## src/rtl/eer_pkg.sv

```systemverilog
package eer_pkg;
   localparam int unsigned OPC_BITS  = 8;
   localparam int unsigned ADR_BITS  = 16;
   localparam int unsigned DAT_BITS  = 16;
   localparam int unsigned CMD_BITS  = OPC_BITS + ADR_BITS;
   localparam int unsigned XFER_BITS = CMD_BITS + DAT_BITS;
   localparam logic [OPC_BITS-1:0] READ_OPC = 8'h03;
   localparam int unsigned FLD_START = 0;
   localparam int unsigned FLD_DONE  = 1;
   localparam int unsigned FLD_ADDR  = 2;
   localparam int unsigned FLD_DATA  = 16;
endpackage

```

## src/rtl/eer_tick_gen.sv

```systemverilog
module eer_tick_gen #(
   parameter int unsigned DIV = 2
) (
   input  logic clk,
   input  logic rst_n,
   input  logic en,
   output logic tick
);
   localparam int unsigned CW = (DIV > 1) ? $clog2(DIV) : 1;

   generate
      if (DIV < 1) begin : g_bad
         $error("DIV must be at least 1");
      end
      if (DIV == 1) begin : g_every
         assign tick = en;
      end else begin : g_count
         logic [CW-1:0] cnt;
         always_ff @(posedge clk or negedge rst_n) begin
            if (!rst_n)                     cnt <= '0;
            else if (!en)                   cnt <= '0;
            else if (cnt == CW'(DIV - 1))   cnt <= '0;
            else                            cnt <= cnt + 1'b1;
         end
         assign tick = en && (cnt == CW'(DIV - 1));
      end
   endgenerate
endmodule

```

## src/rtl/eer_serdes.sv

```systemverilog
module eer_serdes
   import eer_pkg::*;
#(
   parameter bit LOW_BYTE_FIRST = 1'b1
) (
   input  logic                clk,
   input  logic                rst_n,
   input  logic                tick,
   input  logic                launch,
   input  logic [ADR_BITS-1:0] byte_addr,
   input  logic                miso,
   output logic                cs_n,
   output logic                sck,
   output logic                mosi,
   output logic                busy,
   output logic                fin,
   output logic [DAT_BITS-1:0] word
);
   localparam int unsigned BW = $clog2(XFER_BITS + 1);

   logic [CMD_BITS-1:0] tx;
   logic [DAT_BITS-1:0] rx;
   logic [BW-1:0]       bcnt;
   logic                tail;

   always_ff @(posedge clk or negedge rst_n) begin
      if (!rst_n) begin
         busy <= 1'b0; cs_n <= 1'b1; sck <= 1'b0; mosi <= 1'b0;
         tx <= '0; rx <= '0; bcnt <= '0; tail <= 1'b0; fin <= 1'b0;
      end else begin
         fin <= 1'b0;
         if (launch && !busy) begin
            busy <= 1'b1;
            cs_n <= 1'b0;
            sck  <= 1'b0;
            tx   <= {READ_OPC, byte_addr};
            mosi <= READ_OPC[OPC_BITS-1];
            bcnt <= '0;
            tail <= 1'b0;
         end else if (busy && tick) begin
            if (tail) begin
               busy <= 1'b0;
               cs_n <= 1'b1;
               fin  <= 1'b1;
            end else if (!sck) begin
               sck <= 1'b1;
               if (bcnt >= BW'(CMD_BITS)) rx <= {rx[DAT_BITS-2:0], miso};
            end else begin
               sck <= 1'b0;
               if (bcnt == BW'(XFER_BITS - 1)) begin
                  tail <= 1'b1;
                  mosi <= 1'b0;
               end else begin
                  bcnt <= bcnt + 1'b1;
                  tx   <= {tx[CMD_BITS-2:0], 1'b0};
                  mosi <= tx[CMD_BITS-2];
               end
            end
         end
      end
   end

   generate
      if (LOW_BYTE_FIRST) begin : g_swap
         assign word = {rx[7:0], rx[15:8]};
      end else begin : g_keep
         assign word = rx;
      end
   endgenerate

   // clock idles low whenever chip select is released
   assert_sck_idle_R9: assert property (@(posedge clk) disable iff (!rst_n)
      cs_n |-> !sck);
   // chip select held low across the whole transaction
   assert_cs_held_R3: assert property (@(posedge clk) disable iff (!rst_n)
      (busy && !fin && $past(busy)) |-> !cs_n);
   // data out only changes while the clock is low
   assert_mosi_stable_R3: assert property (@(posedge clk) disable iff (!rst_n)
      (!cs_n && sck) |=> (sck ? $stable(mosi) : 1'b1));
endmodule

```

## src/rtl/eeprom_word_reader.sv

```systemverilog
module eeprom_word_reader
   import eer_pkg::*;
#(
   parameter int unsigned ADDR_W         = 6,
   parameter int unsigned CLK_DIV        = 2,
   parameter bit          LOW_BYTE_FIRST = 1'b1
) (
   input  logic        clk,
   input  logic        rst_n,
   input  logic        reg_wr_en,
   input  logic [31:0] reg_wdata,
   output logic [31:0] reg_rdata,
   input  logic        direct_grant,
   output logic        spi_cs_n,
   output logic        spi_sck,
   output logic        spi_mosi,
   input  logic        spi_miso
);
   generate
      if (ADDR_W < 1 || ADDR_W > FLD_DATA - FLD_ADDR) begin : g_bad_aw
         $error("ADDR_W must fit between bit 2 and bit 15");
      end
   endgenerate

   logic [ADDR_W-1:0]   addr_q;
   logic [DAT_BITS-1:0] data_q;
   logic                done_q;
   logic                pending;
   logic                busy, fin, tick;
   logic [DAT_BITS-1:0] word;
   logic                accept, launch, active;
   logic [ADR_BITS-1:0] byte_addr;

   assign active    = pending || busy || fin;
   assign accept    = reg_wr_en && reg_wdata[FLD_START] && !active;
   assign launch    = pending && !direct_grant && !busy;
   assign byte_addr = ADR_BITS'({addr_q, 1'b0});

   always_ff @(posedge clk or negedge rst_n) begin
      if (!rst_n) begin
         addr_q <= '0; data_q <= '0; done_q <= 1'b0; pending <= 1'b0;
      end else begin
         if (accept) begin
            addr_q  <= reg_wdata[FLD_ADDR +: ADDR_W];
            done_q  <= 1'b0;
            pending <= 1'b1;
         end else if (launch) begin
            pending <= 1'b0;
         end
         if (fin) begin
            done_q <= 1'b1;
            data_q <= word;
         end
      end
   end

   always_comb begin
      reg_rdata = '0;
      reg_rdata[FLD_START]               = active;
      reg_rdata[FLD_DONE]                = done_q;
      reg_rdata[FLD_ADDR +: ADDR_W]      = addr_q;
      reg_rdata[FLD_DATA +: DAT_BITS]    = data_q;
   end

   eer_tick_gen #(.DIV(CLK_DIV)) u_tick (
      .clk(clk), .rst_n(rst_n), .en(busy), .tick(tick)
   );

   eer_serdes #(.LOW_BYTE_FIRST(LOW_BYTE_FIRST)) u_serdes (
      .clk(clk), .rst_n(rst_n), .tick(tick), .launch(launch),
      .byte_addr(byte_addr), .miso(spi_miso), .cs_n(spi_cs_n),
      .sck(spi_sck), .mosi(spi_mosi), .busy(busy), .fin(fin), .word(word)
   );

   // an accepted start clears done on the next cycle
   assert_done_cleared_R2: assert property (@(posedge clk) disable iff (!rst_n)
      accept |=> !done_q && active);
   // completion raises done
   assert_done_set_R5: assert property (@(posedge clk) disable iff (!rst_n)
      fin |=> done_q);
   // done holds until the next accepted start
   assert_done_hold_R5: assert property (@(posedge clk) disable iff (!rst_n)
      (done_q && !accept) |=> done_q);
   // a start written while busy leaves the address untouched
   assert_busy_ignore_R6: assert property (@(posedge clk) disable iff (!rst_n)
      (reg_wr_en && active) |=> $stable(addr_q));
   // an idle bus under grant is not taken
   assert_grant_block_R7: assert property (@(posedge clk) disable iff (!rst_n)
      (direct_grant && spi_cs_n) |=> spi_cs_n);
endmodule

```

## config.mk

```make
export PLATFORM = sky130hd
export DESIGN_NAME = eeprom_word_reader
export DESIGN_NICKNAME = d
export VERILOG_FILES = /design/src/rtl/eer_pkg.sv /design/src/rtl/eer_tick_gen.sv /design/src/rtl/eer_serdes.sv /design/src/rtl/eeprom_word_reader.sv
export SDC_FILE = /design/constraint.sdc
export NUM_CORES = 1
export LEC_CHECK = 0
export BUFFER_PORTS_ARGS = -buffer_cell sky130_fd_sc_hd__buf_2
export CORE_MARGIN = 2
export CORE_UTILIZATION = 53
export CTS_CLUSTER_DIAMETER = 40
export DETAILED_ROUTE_END_ITERATION = 10
export GPL_ROUTABILITY_DRIVEN = 0
export HOLD_SLACK_MARGIN = 0.15
export MAX_ROUTING_LAYER = met4
export PLACE_DENSITY = 0.88
export SYNTH_ARGS = -nofsm -noshare
export SYNTH_HDL_FRONTEND = slang
export SYNTH_SLANG_ARGS = --single-unit
```

## constraint.sdc

```tcl
create_clock -name clk -period 2.1 [get_ports clk]
set_input_delay 0.315 -clock clk [delete_from_list [all_inputs] [get_ports clk]]
set_output_delay 0.315 -clock clk [all_outputs]
set_load 0.01 [all_outputs]
```

Word-level counts from Yosys, hierarchy flattened
Index checks and enable logic that the tools add are counted.
{"block": "totals", "register_bits": 76, "in_bits": 37, "output_inout_bits": 35, "elab_cells": 84}
{"block": "classes", "addsub": 2, "n_lt_le_gt_ge": 1, "eq_ne": 3, "muxes": 39, "bitwise_logic": 3, "reduce_logical": 22}
{"cell": "$mux W23", "n": 5}
{"cell": "$mux W6", "n": 5}
{"cell": "$mux W1", "n": 29}
{"cell": "$reduce_bool A2 Y1", "n": 5}
{"cell": "$logic_and A1 B1 Y1", "n": 7}
{"cell": "$add A6 B1 Y6 const B", "n": 1}
{"cell": "$eq A6 B6 Y1 const B", "n": 1}
{"cell": "$ge A6 B5 Y1 const B", "n": 1}
{"cell": "$reduce_and A5 Y1", "n": 1}
{"cell": "$reduce_and A2 Y1", "n": 2}
{"cell": "$reduce_and A4 Y1", "n": 1}
{"cell": "$logic_not A1 Y1", "n": 3}
{"cell": "$not A1 Y1", "n": 3}
{"cell": "$reduce_and A3 Y1", "n": 1}
{"cell": "$logic_or A1 B1 Y1", "n": 2}
{"cell": "$ne A2 B1 Y1 const B", "n": 1}
{"cell": "$ne A2 B2 Y1 const B", "n": 1}
{"cell": "$add A1 B1 Y1 const B", "n": 1}

Depth between registers and ports, before layout
Gate-level depths: netlist of run 1.
{"block": "depth", "word_depth": 6, "depth_mapped": 7, "depth_no_buf": 5}

Modules after synthesis
A second synthesis of run 1 with hierarchy kept.
{"block": "unflattened", "cells_unflattened": 303, "hier_area_um2": 3563.4}
{"mod": "eer_serdes", "n_inst": 1, "cells_each": 233, "area_per_inst_um2": 2518.7, "seq_area_each_um2": 1277.5}
{"mod": "eeprom_word_reader", "n_inst": 1, "cells_each": 67, "area_per_inst_um2": 1003.5, "seq_area_each_um2": 600.6}
{"mod": "eer_tick_gen", "n_inst": 1, "cells_each": 3, "area_per_inst_um2": 41.3, "seq_area_each_um2": 25.0}

Worst setup path after synthesis of run 1
No wires, ideal clock.
{"block": "synth_timing", "path_type": "reg-to-reg", "from": "reg u_serdes.sck", "to": "reg u_serdes.rx[0]", "setup_time_ps": 127, "arrival_ps": 1417, "required_ps": 1973, "slack_ps": 556, "stages_incl_launch_ff": 4, "n_path_buf": 1, "synth_period_minus_slack_ps": 1544, "cell_sequence": "dfrtp_1 -> nor4_4 -> buf_6 -> mux2_1"}
{"block": "synth_via", "elab_chain_cells": 2}
{"item": "from (decl)", "line_no": "eer_serdes.sv:13", "text": "output logic sck,"}
{"item": "from (signal assigned)", "line_no": "eer_serdes.sv:28", "text": "busy <= 1'b0; cs_n <= 1'b1; sck <= 1'b0; mosi <= 1'b0;"}
{"item": "from (signal assigned)", "line_no": "eer_serdes.sv:35", "text": "sck <= 1'b0;"}
{"item": "from (signal assigned)", "line_no": "eer_serdes.sv:46", "text": "sck <= 1'b1;"}
{"item": "$not A1 Y1 (no line)"}
{"item": "$reduce_and A5 Y1 (no line)"}
{"item": "to (signal assigned)", "line_no": "eer_serdes.sv:47", "text": "if (bcnt >= BW'(CMD_BITS)) rx <= {rx[DAT_BITS-2:0], miso};"}
{"item": "to (decl)", "line_no": "eer_serdes.sv:22", "text": "logic [DAT_BITS-1:0] rx;"}
No other way between the ends.
A chain may end at the register's enable or synchronous reset.

Worst setup path in the final report of run 1
{"block": "layout_timing", "from": "reg u_serdes.busy", "to": "out reg_rdata[0]"}
{"block": "layout_via", "elab_chain_cells": 2}
{"item": "from (decl)", "line_no": "eer_serdes.sv:15", "text": "output logic busy,"}
{"item": "from (signal assigned)", "line_no": "eer_serdes.sv:28"}
{"item": "from (signal assigned)", "line_no": "eer_serdes.sv:33", "text": "busy <= 1'b1;"}
{"item": "from (signal assigned)", "line_no": "eer_serdes.sv:42", "text": "busy <= 1'b0;"}
{"item": "$logic_or A1 B1 Y1 (2 in a row)", "line_no": "eeprom_word_reader.sv:34", "text": "assign active = pending || busy || fin;"}
{"item": "to (decl)", "line_no": "eeprom_word_reader.sv:12", "text": "output logic [31:0] reg_rdata,"}
No other way between the ends.

==> impl.org, run 1 <==
** Worst setup path
- CP Capture Type :: primary output
- The worst register-to-register path ends at u_serdes.tx[21].
- Of all nets on the critical path, the largest fanout is 6.
- Cells on worst reg2reg path :: 6
- For this design, the slowest cell found on the critical path is or3_1.
- Reg2reg start :: u_serdes.bcnt[0]
- For the worst setup path, the data arrival time is 1420 ps.
- Worst setup path class :: reg2out
- The signal on the critical path passes through or3_1 > buf_2.
- In this design, the stage delay of the slowest critical-path cell is 460 ps.
- Critical path launch point type :: flop
- Flop-to-flop setup slack :: approximately 380 ps
- STA puts the critical path data required time at 1780 ps.

** Final layout
- The sequential cells in the finished layout cover a total of 1880 µm².
- Fraction of final layout cells with drive strength greater than 1 :: 31.3%
- Antenna Diode Count :: 0
- Layout fillers :: between 400 and 500
- In the final design database the tool counted 331 nets.
- The area growth from synthesis to layout is 15.3%.
- In the final layout, the multi-input gates occupy 1070 µm².

** Synth
- Leading post-synthesis cells by cell area :: dfrtp_1 (60%), mux2_2 (10%), nand2_1 (5.2%)
- Asr flop ratio synth :: between 90% and 100%
- In the post-synthesis netlist, the cell with the most instances is dfrtp_1.
- Post-synth EDFFs :: 0
- Proportion of netlist area held by the largest area contributor :: 60.2%
- Largest area contributor in the netlist :: dfrtp_1
- FF+latch count, synth :: 75
- For this run, the number of Yosys warnings is 0.
- Synthesis instantiated 35 different standard cells from the library.
- In the synthesized netlist the dominant register cell turns out to be dfrtp_1.
- In the synthesized netlist, the number of instances is 251.
- In this run the mean area of a mapped cell was 12.3 µm².
- The cell area that synthesis handed to floorplanning was 3080 µm².
- The commonest cells after synthesis are dfrtp_1 (74), nand2_1 (43), mux2_2 (28).
- Sequential cells were found to cover 61.0% of the synthesized design area.

** Route
- Number of vias per cell after detailed routing :: between 5 and 6
- In this run the remaining antenna-violating nets after routing total 0.
- Post-detailed-routing wire length :: 5150 µm
- Dividing the detail-routed wire length by the instance count gives 13.9 µm.
- Post-route DRC :: 0
- Length of the first detailed-routing pass in iterations :: 4
- For this block, the via count after detailed routing is 1,912.
- After the first detailed-routing iteration, the DRC count stood at 148.

** Floorplanning
- The core region is 5540 µm².
- DIE HEIGHT :: 80.2 µm
- Starting density of the core :: 55.5%
- The floorplan step defined a die boundary enclosing 6430 µm².
- Number of placement rows :: 27
- During I/O placement, the number of pins put on the boundary was 72.
- Measured along the x axis, the die boundary spans ~80 µm.

** Min path
- Min-Delay Path Depth :: 2
- The worst hold path terminates at u_serdes.rx[0].
- The tightest min-delay check is of the in2reg type.
- In this run the most critical hold path is launched from spi_miso.

** Timing
- The final critical path takes up 82.4% of the cycle.
- Maximum frequency from static timing analysis :: a little under 0.6 GHz
- The final count of hold timing violations came to 0.
- Post-layout min period :: 1730 ps
- The worst path meets setup with 369 ps of slack.
- The clock arrives with 8.34 ps of skew.
- Setup repair after global routing left no endpoint under its margin.
- Total count of max-transition violations in the final report :: 0
- Number of setup violations in the final report :: 0
- Post-route setup TNS :: 0 ps

** Place
- Prior to clock tree synthesis, the placed netlist has a worst setup slack of 380 ps.
- Sum of net half-perimeters after detailed placement :: 3310 µm
- Buffers placed on the I/O ports in this run total 38.

** GRT
- Number of global-route vias before repair :: 1,921
- The number of antenna violations at the first check in global routing came to 0.
- Overall routing resource usage :: 19.0%
- Aggregate global routing overflow :: 0
- The first global-routing pass estimated 8920 µm of wire.
- Entering global routing, the biggest net connects 76 pins.

** Clock tree
- Clock tree synthesis found a total of between 70 and 80 sinks.
- CTS built an H-tree with a depth of 3.
- Clock latency on the worst-skew pair :: 350 ps
- In this run, CTS created clock tree buffers numbering 9.
- The root buffer cell chosen for the clock tree is clkbuf_8.
- The clock passes through at most 2 buffers.
- Clock slew seen by the registers of the worst setup and hold paths :: 70 ps
- TritonCTS clock tree :: built

** Job
- Max-cap viol count :: 0

** Pwr
- Worst VDD drop :: 737 µV
- Leak pwr :: 1.84 nW
- In this run the power density over the cells is 1250 nW/µm².

** Outcome
- The flow ran to the end, and the final reports show no timing, DRC or antenna violations.
## routing by layer
metal	GRT usage [%]	part of all wire [%]	vias up
met2	27.4	47	49
met1	24.9	47	943
li1	-	-	913
met4	9.66	1.8	0
met3	5.39	4.0	7
met5	-	0	-
## placed cells by master, fill, tap and decap left out, drive strengths merged, types with 2 or more instances in the layout
| cell | count |
|---|---|
| or3 | 2 |
| clkbuf | 11 |
| o21a | 2 |
| nand2 | 43 |
| o21ai | 2 |
| xnor2 | 2 |
| buf | 43 |
| nand3 | 4 |
| bufinv | 3 |
| ha | 2 |
| clkinv | 2 |
| conb | 8 |
| xor2 | 2 |
| mux2 | 38 |
| nand4 | 2 |
| and3 | 7 |
| nor2 | 13 |
| a21oi | 20 |
| dfrtp | 74 |
| inv | 4 |
| a221o | 4 |
## registers in the layout, summed over array words and instances, names as in the netlist
register and count:
u_serdes.fin 1, u_serdes.cs_n 1, u_serdes.busy 1, data_q 16
u_serdes.tx 22, u_tick.g_count.cnt 1, addr_q 6, pending 1
done_q 1, u_serdes.sck 1, u_serdes.rx 16, u_serdes.tail 1
u_serdes.mosi 1, u_serdes.bcnt 6
## metrics by stage
stage | power (mW) | hold slack [ps] | area [µm²] | cells | utilization, %
floorplan | 2.83 | 19.4 | 3100 | 258 | -
global placement | 3.05 | 373 | 3300 | 352 | 59.5
detailed placement | 3.13 | 382 | 3300 | 352 | 59.5
CTS | 4.45 | 177 | 3550 | 369 | 64.0
global route | 4.70 | 184 | 3550 | 369 | 64.0
finish | 4.42 | 188 | 3550 | 369 | 64.0
## report_power, final
group	switching (mW)	leakage [nW]	internal [mW]
registers	0.284	1.00	1.81
logic	0.552	0.713	0.447
clock network	0.503	0.123	0.818
## worst max-delay path by stage
stage / from / endpoint / slack [ps] / cells past startpoint
3_3_place_gp: u_serdes.tail / u_serdes.bcnt[2] / 470 / 4
2_1_floorplan: u_serdes.sck / u_serdes.rx[0] / 560 / 3
5_1_grt: u_serdes.bcnt[0] / u_serdes.tx[15] / 260 / 6
6_report: u_serdes.busy / reg_rdata[0] / 370 / 2
4_1_cts: u_serdes.busy / reg_rdata[0] / 360 / 2
3_5_place_dp: u_serdes.tail / u_serdes.bcnt[2] / 380 / 4
## worst max-delay path: cells and delay by family, from the launching register on
family | cells | cell delay [ps]
buffers and inverters | 1 | 170
and+or+nand+nor | 1 | 460
DFF | 1 | 440
## cell type report
class	count	share of cell area, %
clock buffers	11	3.99
inverters	4	0.423
well taps	72	2.54
clock inverters	5	2.82
repair buffers	44	7.05
multi-input cells	158	30.2
flip-flops and latches	75	52.9
## logic make-up after synthesis
family / Yosys count / share of synthesized area [%]
adders and majority gates: 2 / 0.813
other: 1 / 0.122
and+or+nand+nor: 75 / 11.5
xor gates and xnor gates: 4 / 1.14
AOI/OAI and AO/OA: 30 / 6.18
buffers and inverters: 25 / 4.96
muxes: 39 / 14.2
DFF: 75 / 61.0
## repair_timing
action,CTS,global route
endpoints found under the hold margin,74,0
buffers inserted,0,0
gates resized for setup,0,0
hold buffers,1,0
Note: power is estimated with default switching activity, not from simulation.
==> inputs of run 2 (changes only) <==
- clock period: 2.1 -> 1.6 ns (I/O delays scaled with it)
==> impl.org, run 2 (synthesis gave the netlist of run 1 again) <==
** Final layout
- Layout fillers :: approximately 360
- The register with the most flip-flops in the final layout is u_serdes.tx.
- Flip-flop count of the largest register after layout :: 22
- In the final design database the tool counted 362 nets.
- Most common library cell in the layout ignoring fill and taps :: dfrtp_1
- Multi-input logic area :: 1180 µm²
- Registers take roughly 1900 µm².
- Fraction of final layout cells with drive strength greater than 1 :: 41.8%
- Top Registers :: u_serdes.tx: 22 flops, data_q: 16 flops, u_serdes.rx: 16 flops
- Final std cell area, no fill :: 3890 µm²
- Relative to the synthesized area, the layout overhead comes to 26.3%.
- Antenna Diode Count :: 0
- Leading cell types in the layout, fill and taps excluded :: dfrtp_1 (71), nand2_1 (38), buf_2 (38)

** Clock tree
- Counting the buffers created by CTS gives 9.
- The later pin in the worst-skew pair is clocked with a latency of 350 ps.
- Maximum clock path buffer count :: 2
- Clock Root Buffer :: clkbuf_8
- Clock tree synthesis found a total of 75 sinks.
- TritonCTS built the clock tree.
- Clock slew seen by the registers of the worst setup and hold paths :: 80 ps
- The H-tree was split into 3 levels.

** Place
- Port buffering added 38 buffers.
- Area of placed instances :: 3400 µm²
- Minimum setup slack after placement :: -12.0 ps
- Sum of net half-perimeters after detailed placement :: 3600 µm

** Pwr
- Power, Total :: 6.19 mW
- Worst VDD drop :: 1120 µV
- Leak pwr :: 1.97 nW
- Power per Cell Area :: ~1600 nW/µm²

** Timing
- Setup violations remaining at the end of the flow were counted as 0.
- Dividing the final minimum period by the clock period gives 99.6%.
- The final count of hold timing violations is 0.
- In the post-route analysis, the smallest setup slack over all paths is around 5.9 ps.
- After routing, the total negative slack on setup checks comes to 0 ps.
- Post-layout min period :: 1590 ps
- The clock arrives with 5.60 ps of skew.
- Maximum frequency from static timing analysis :: 0.627 GHz
- The final number of max-transition violations is 0.

** Route
- Number of DRC markers in iteration 0 :: 178
- Number of vias per cell after detailed routing :: 5.47
- Once detail routing completed, the nets flagged for antenna violations numbered 0.
- Routed length per instance :: 16.2 µm
- Via count :: approximately 2,200
- The first detailed-routing pass ran for 5 iterations.
- The routed design has 6480 µm of wire.
- For this run, design rule violations remaining after detail routing come to 0.

** GRT
- Antenna violations before repair :: 0
- Number of global-route vias before repair :: 1,984
- Entering global routing, the biggest net connects 76 pins.
- Aggregate global routing overflow :: 0
- Overall routing resource usage :: 20.6%
- First-pass GRT wire length :: 9660 µm

** Floorplanning
- Area of the core :: 5540 µm²
- Die width :: 80.2 µm
- Starting density of the core :: a little under three fifths
- Number of top-level pins :: 72
- DIE HEIGHT :: 80.2 µm
- Number of placement rows :: 27
- The die covers about 6400 µm².

** Worst setup path
- In this run the worst path has a maximum fanout of 5.
- Worst path arrival time :: 1870 ps
- Worst setup path class :: reg2reg
- Flop-to-flop setup slack :: 6 ps
- CP Capture Type :: flop
- Data required time at the worst endpoint :: 1870 ps
- STA classifies the critical path startpoint as a flop.
- Cells on worst reg2reg path :: 7

** Min path
- Min-Delay Path Depth :: 4
- The worst hold path belongs to the class in2reg.

** Job
- Max-cap violations in this run came to 0.

** Outcome
- The run finished with clean final reports.
[run 2: changes by cell type in the layout (fill, tap and decap cells not counted), sizes merged]
cell         delta
buf            +21
dlygate4sd3     +7
bufinv          -2
o21a            +2
clkbuf          +1
clkinvlp        +1
o21ai           +1
[run 2: area by class of cell]
type	instances	share of cell area, %
tap	72	2.32
clock buffer	12	4.25
clock inverter	4	1.22
sequential	75	48.4
timing repair buffer	72	12.9
inverter	4	0.386
multi-input combinational	161	30.5
[run 2: timing repair]
action | in CTS | in global routing
pin swaps | 1 | 18
gates cloned | 0 | 3
endpoints found under the hold margin | 81 | 0
hold buffers | 8 | 0
resized for setup | 5 | 22
setup buffers | 1 | 8
setup endpoints to repair | 17 | 34
[run 2: through the flow]
stage	util [%]	hold WS [ps]	cells
after floorplan	-	-55.6	258
after global placement	61.3	298	364
after detailed placement	61.3	308	364
after CTS	67.1	382	389
after global routing	70.1	395	400
final	70.1	382	400
[run 2: worst paths after layout]
path / from / endpoint
setup reg to reg: u_serdes.bcnt[1] / u_serdes.tx[14]
min in group asynchronous: rst_n / u_serdes.rx[6]
setup / recovery: u_serdes.bcnt[1] / u_serdes.tx[14]
hold / removal: reg_wdata[0] / addr_q[2]
max in group asynchronous: rst_n / u_serdes.cs_n
hold reg to reg: data_q[14] / data_q[14]
[run 2: routing by layer]
layer	global-route usage [%]	vias up	share of wire (%)
met1	26.9	1093	44
met3	3.71	21	4.7
met5	-	-	0
met4	11.4	0	3.4
met2	30.8	81	48
li1	-	992	-
[run 2: power by group]
group | total (mW) | internal [mW] | switching [mW] | leakage, nW
Sequential | 2.81 | 2.39 | 0.419 | 0.997
Clock | 1.52 | 0.842 | 0.681 | 0.108
Combinational | 1.86 | 0.904 | 0.960 | 0.868
Total | 6.19 | 4.13 | 2.06 | 1.97
[run 2: critical path, stage by stage (launching register included)]
cell and delay [ps]:
dfrtp_1 360, ha_2 190, nand4b_1 100, buf_4 180, o21ai_4 250, buf_4 170, nand2_1 80, a21oi_1 190
